## src/rtl/div_pkg.sv

```systemverilog
// Shared types for the iterative divider.
// Assumes nothing beyond a single clock domain.
package div_pkg;
    typedef enum logic [1:0] {
        ST_IDLE = 2'd0,
        ST_RUN  = 2'd1,
        ST_FIX  = 2'd2
    } div_state_e;
endpackage

```

## src/rtl/div_size_class.sv

```systemverilog
// Picks the number of iterations from the dividend's significant width.
// Assumes WIDTH is a multiple of 8. A class of k bytes needs 8k+1 steps,
// so that a negated signed value (e.g. |-128| = 128) still fits.
module div_size_class #(
    parameter int WIDTH = 32,
    localparam int CW   = $clog2(WIDTH + 1),
    localparam int NCLS = WIDTH / 8
) (
    input  logic [WIDTH-1:0] operand,
    input  logic             is_signed,
    output logic [CW-1:0]    iters
);
    logic [NCLS-1:1] fits;

    // One fit test per byte class: sign extension or zero extension above it.
    for (genvar k = 1; k < NCLS; k++) begin : g_cls
        assign fits[k] = is_signed
            ? ((&operand[WIDTH-1:8*k-1]) | ~(|operand[WIDTH-1:8*k-1]))
            : ~(|operand[WIDTH-1:8*k]);
    end

    // The smallest class that fits sets the iteration count.
    always_comb begin
        iters = CW'(WIDTH);
        for (int k = NCLS - 1; k >= 1; k--) begin
            if (fits[k]) iters = CW'(8 * k + 1);
        end
    end
endmodule

```

## src/rtl/div_step.sv

```systemverilog
// One restoring-division step: shift in the next dividend bit, then
// subtract the divisor if it fits, recording the quotient bit.
// Assumes the incoming remainder is smaller than a nonzero divisor.
module div_step #(
    parameter int WIDTH = 32
) (
    input  logic [WIDTH-1:0] rem_in,
    input  logic [WIDTH-1:0] quo_in,
    input  logic [WIDTH-1:0] dsr,
    output logic [WIDTH-1:0] rem_out,
    output logic [WIDTH-1:0] quo_out
);
    logic [WIDTH:0] shifted;
    logic [WIDTH:0] diff;
    logic           fits;

    // Trial subtraction on a widened partial remainder.
    always_comb begin
        shifted = {rem_in, quo_in[WIDTH-1]};
        diff    = shifted - {1'b0, dsr};
        fits    = shifted >= {1'b0, dsr};
        rem_out = fits ? diff[WIDTH-1:0] : shifted[WIDTH-1:0];
        quo_out = {quo_in[WIDTH-2:0], fits};
    end
endmodule

```

## src/rtl/div_early_out.sv

```systemverilog
// Iterative divider with early exit on short dividends.
// One quotient bit per clock; quotient to LO, remainder to HI.
// Assumes the requester holds off while busy; starts seen when busy are dropped.
module div_early_out #(
    parameter int WIDTH = 32,
    localparam int CW   = $clog2(WIDTH + 1)
) (
    input  logic             clk,
    input  logic             rst_n,
    input  logic             start,
    input  logic             is_signed,
    input  logic [WIDTH-1:0] dividend,
    input  logic [WIDTH-1:0] divisor,
    output logic             busy,
    output logic             done,
    output logic [WIDTH-1:0] hi,
    output logic [WIDTH-1:0] lo
);
    import div_pkg::*;

    div_state_e       state_q;
    logic [WIDTH-1:0] rem_q, quo_q, dsr_q, hi_q, lo_q;
    logic [WIDTH-1:0] rem_nx, quo_nx, abs_a, abs_b;
    logic [CW-1:0]    cnt_q, iters;
    logic             negq_q, negr_q, done_q;

    // Magnitudes of the operands for signed requests.
    always_comb begin
        abs_a = (is_signed && dividend[WIDTH-1]) ? -dividend : dividend;
        abs_b = (is_signed && divisor[WIDTH-1])  ? -divisor  : divisor;
    end

    div_size_class #(.WIDTH(WIDTH)) u_class (
        .operand   (dividend),
        .is_signed (is_signed),
        .iters     (iters)
    );

    div_step #(.WIDTH(WIDTH)) u_step (
        .rem_in  (rem_q),
        .quo_in  (quo_q),
        .dsr     (dsr_q),
        .rem_out (rem_nx),
        .quo_out (quo_nx)
    );

    // Sequencer: accept, iterate, apply signs and write HI/LO.
    always_ff @(posedge clk) begin
        if (!rst_n) begin
            state_q <= ST_IDLE;
            rem_q   <= '0;
            quo_q   <= '0;
            dsr_q   <= '0;
            cnt_q   <= '0;
            negq_q  <= 1'b0;
            negr_q  <= 1'b0;
            done_q  <= 1'b0;
            hi_q    <= '0;
            lo_q    <= '0;
        end else begin
            done_q <= 1'b0;
            unique case (state_q)
                ST_IDLE: begin
                    if (start) begin
                        rem_q   <= '0;
                        quo_q   <= abs_a << (WIDTH - int'(iters));
                        dsr_q   <= abs_b;
                        cnt_q   <= iters;
                        negq_q  <= is_signed & (dividend[WIDTH-1] ^ divisor[WIDTH-1]);
                        negr_q  <= is_signed & dividend[WIDTH-1];
                        state_q <= ST_RUN;
                    end
                end
                ST_RUN: begin
                    rem_q <= rem_nx;
                    quo_q <= quo_nx;
                    cnt_q <= cnt_q - CW'(1);
                    if (cnt_q == CW'(1)) state_q <= ST_FIX;
                end
                ST_FIX: begin
                    lo_q    <= negq_q ? -quo_q : quo_q;
                    hi_q    <= negr_q ? -rem_q : rem_q;
                    done_q  <= 1'b1;
                    state_q <= ST_IDLE;
                end
                default: state_q <= ST_IDLE;
            endcase
        end
    end

    assign busy = (state_q != ST_IDLE);
    assign done = done_q;
    assign hi   = hi_q;
    assign lo   = lo_q;
endmodule

```

## config.mk

```make
export PLATFORM = sky130hd
export DESIGN_NAME = div_early_out
export DESIGN_NICKNAME = d
export VERILOG_FILES = /design/src/rtl/div_pkg.sv /design/src/rtl/div_size_class.sv /design/src/rtl/div_step.sv /design/src/rtl/div_early_out.sv
export SDC_FILE = /design/constraint.sdc
export NUM_CORES = 1
export LEC_CHECK = 0
export BUFFER_PORTS_ARGS = -buffer_cell sky130_fd_sc_hd__buf_2
export CORE_AREA = 2 2 171 173
export DETAILED_ROUTE_END_ITERATION = 8
export DIE_AREA = 0 0 173 175
export GPL_ROUTABILITY_DRIVEN = 0
export PLACE_DENSITY_LB_ADDON = 0.25
export SLEW_MARGIN = 10
export SYNTH_ARGS = -nofsm -noshare
export SYNTH_HDL_FRONTEND = slang
export SYNTH_SLANG_ARGS = --single-unit
```

## constraint.sdc

```tcl
create_clock -name clk -period 2.8 [get_ports clk]
set_clock_uncertainty 0.1 [all_clocks]
set_input_delay 0.56 -clock clk [delete_from_list [all_inputs] [get_ports clk]]
set_output_delay 0.56 -clock clk [all_outputs]
set_load 0.02 [all_outputs]
```

==> summary.md <==
| Metric | Value |
|---|---|
| P&R area growth vs syn | `26.0%` |
| Vias per cell | `5.45` |
| Syn Area/Cell | `7.72 sq um` |
| Post-synthesis instance total | `1460` |
| Post-synth EDFFs | `0` |
| Power per Cell Area | `598 nW/um^2` |
| Antenna Nets Post-Route | `0` |
| Compound-Gate Fraction of Synth Area | `0.264` |
| Critical Path Fanout Max | `2` |
| IO buf count | `133` |
| FMAX | `0.374 GHz` |
| Largest net degree at the start of global routing | `81` |
| TritonCTS buffer count | `17` |
| Crit path top cell by count | `inv_1` |
| WHS Endpoint | `dsr_q[31]` |
| Commonest non-fill, non-tap cell in the layout | `dfxtp_1` |
| Fin crit share | `0.955` |
| CP arrival | `2.90 ns` |
| Synth Area in XOR/XNOR | `0.102` |
| Final #Nets | `1802` |
| Seq/Total Area, Yosys | `0.304` |
| First-pass GRT wire length | `54100 microns` |
| Crit path required time | `3.03 ns` |
| Worst R2R Setup Slack | `0.13 ns` |
| Vias | `11400` |
| CP delay by family, top | `compound AO/OA/AOI/OAI gates` |
| WP buf/inv | `3` |
| Htree depth | `4` |
| Core ar. | `28400 sq um` |
| Initial antenna violation count | `1` |
| Cell count of the worst reg-to-reg path | `13` |
| Setup CP Type | `reg -> reg` |
| Root buffer cell | `clkbuf_16` |
| Fillers | `2843` |
| Initial DRC Count | `1047` |
| Synth Area in Simple Gates | `0.208` |
| Ys Warns | `0` |
| Diode count | `0` |
| Slew headroom | `0.409` |
| Commonest cells after routing, fill and taps aside | `169 x dfxtp_1, 166 x buf_4, 152 x nand2_1` |
| Max stage delay on crit path | `0.33 ns` |
| Synth Area in Adders | `0.0440` |
| Min-Delay Path Depth | `3` |
| Worst vdd ir | `500 uV` |
| HPWL after detailed placement | `26300 microns` |
| IO Pins | `134` |
| Die Y | `175 microns` |
| DR WL/cell | `16.2 microns` |
| Clock tree buffer depth | `2` |
| # rows | `62` |
| Worst-path clk slew | `0.08 ns` |
| Starting Density | `0.397` |
| Tmin final | `2.67 ns` |
| Sum Neg Setup Slack | `0 ns` |
| Clk_lat worst skew | `0.45 ns` |
| Hold Startpoint | `divisor[31]` |
| Critical path startpoint category | `flop` |
| CTS tree | `yes` |
| Full die area | `30300 sq um` |
| Design Power | `8490 uW` |
| Clock Sinks | `171` |
| Total GRT Usage | `0.218` |
| Final setup violation count | `0` |
| Max-cap violations | `0` |
| Final Util | `0.500` |
| Final Slew Violations | `0` |
| Wirelength, routed | `33800 microns` |
| Hold Fails Final Rpt | `0` |
| Grt ovf | `0` |
| Vias in the first global route | `10300` |
| Yosys reg bits | `171` |
| Layout cells sized above 1 | `0.239` |
| Remaining DRCs | `0` |
| Crit. path cell count | `13` |
| Synth cell types | `79` |
| Crit Reg-Reg Startpoint | `quo_q[31]` |
| Status | `finished clean` |
| Multiplexer share of the synthesized area | `0.0280` |
| DRT Pass-1 Iters | `5` |
| Cell Chain, Critical Path | `inv_1 > ha_1 > inv_1 > fa_2 > a21o_1 > and4_4 > o2111ai_2 > buf_4 > a31oi_1 > o21a_1 > or3_1 > a21oi_2 > o31ai_1` |
| Cts hold-fix bufs | `0` |
| Most common flop cell mapped by yosys | `dfxtp_1` |
| Worst-margin pin slew | `0.886 ns` |
| Pleak | `0.00584 uW` |
| Mapped cell area | `11300 sq um` |
| RR Endpoint | `rem_q[20]` |
| Largest family of logic cells by synthesized area | `compound AO/OA/AOI/OAI gates` |
| Die width | `173 microns` |
| Post-Syn Nets | `1567` |
| Max stage delay cell, worst path | `fa_2` |
| Hold/Removal Path Class | `in -> reg` |
| CP Capture Type | `flop` |
| FFs w/ async S/R, synth | `0` |
==> metal layers <==
metal	GRT usage	routed length (microns)	vias up
met4	0.0501	391	2
met1	0.342	17800	5201
met3	0.0407	2210	32
met5	0	13	-
li1	-	-	5787
met2	0.302	13400	369
==> layout make-up <==
| class | instances | area (sq um) | share of cell area |
|---|---|---|---|
| clock inverters | 15 | 173 | 0.0122 |
| well taps | 384 | 480 | 0.0338 |
| inverters | 58 | 219 | 0.0154 |
| multi-input cells | 1142 | 7460 | 0.526 |
| flip-flops and latches | 171 | 3430 | 0.241 |
| clock buffers | 17 | 425 | 0.0300 |
| repair buffers | 305 | 2010 | 0.142 |
==> cells in the mapped netlist (13+ instances only) <==
cell type    n  area [sq um]
a211oi_1    65           488
a21oi_1    122           611
a31oi_1     26           163
and2_1      14          87.6
and3_1      26           163
clkbuf_1    73           274
dfxtp_1    171          3420
ha_1        38           475
inv_1       57           214
mux2i_1     27           270
nand2_1    154           578
nand3_1     37           185
nand4_1     13          81.3
nor2_1     135           507
nor3_1      19          95.1
o21ai_0     66           330
o21ai_1     42           210
o31ai_1     33           248
or4_1       13          97.6
xnor2_1     51           447
xor2_1      80           701
==> registers in the layout, summed over array words and instances (netlist names) <==
signal   cells
negq_q       1
cnt_q        6
negr_q       1
dsr_q       32
rem_q       32
state_q      2
hi          32
done         1
quo_q       32
lo          32
==> tightest hold or removal path, delay by kind of cell <==
family | cells | cell delay [ns]
simple gates | 1 | 0.06
compound gates | 1 | 0.05
buf+inv | 1 | 0.13
==> cell families (layout without fill, tap and decap cells) <==
family          count (synthesis)  in the layout
mux                            31             31
xor+xnor                      131            131
compound gates                461            461
fa+ha+maj                      39             39
buf+inv                       147            395
simple gates                  480            480
flops                         171            171
==> how the worst max path moves through the flow <==
stage | startpoint | end | slack [ns]
after floorplan | dividend[9] | quo_q[30] | -0.04
after global placement | divisor[10] | dsr_q[29] | -0.17
after detailed placement | divisor[10] | dsr_q[29] | -0.28
after CTS | rem_q[7] | rem_q[15] | 0.01
after global routing | rem_q[9] | rem_q[13] | -0.05
final | quo_q[31] | rem_q[20] | 0.13
==> timing repair <==
action / in CTS / in global routing
buffers inserted: 0 / 4
endpoints found under the setup margin: 11 / 36
pin swaps: 2 / 14
gates resized for setup: 3 / 39
==> power by group <==
group	internal [uW]	switching (uW)	leakage (uW)
combinational	1470	1850	0.00416
clock	1280	1130	0.000289
sequential	2600	171	0.00139
total	5340	3150	0.00584
==> through the flow <==
| step | instance area (sq um) | setup slack, ns | hold slack, ns | std cells |
|---|---|---|---|---|
| after floorplan | 11300 | -0.0437 | 0.332 | 1460 |
| final | 14200 | 0.127 | 0.294 | 2092 |
| after global placement | 13400 | -0.168 | 0.338 | 2056 |
| after CTS | 14000 | 0.0109 | 0.282 | 2088 |
| after global routing | 14200 | -0.0456 | 0.329 | 2092 |
| after detailed placement | 13400 | -0.278 | 0.343 | 2056 |
Note: power is estimated with default switching activity, not from simulation.
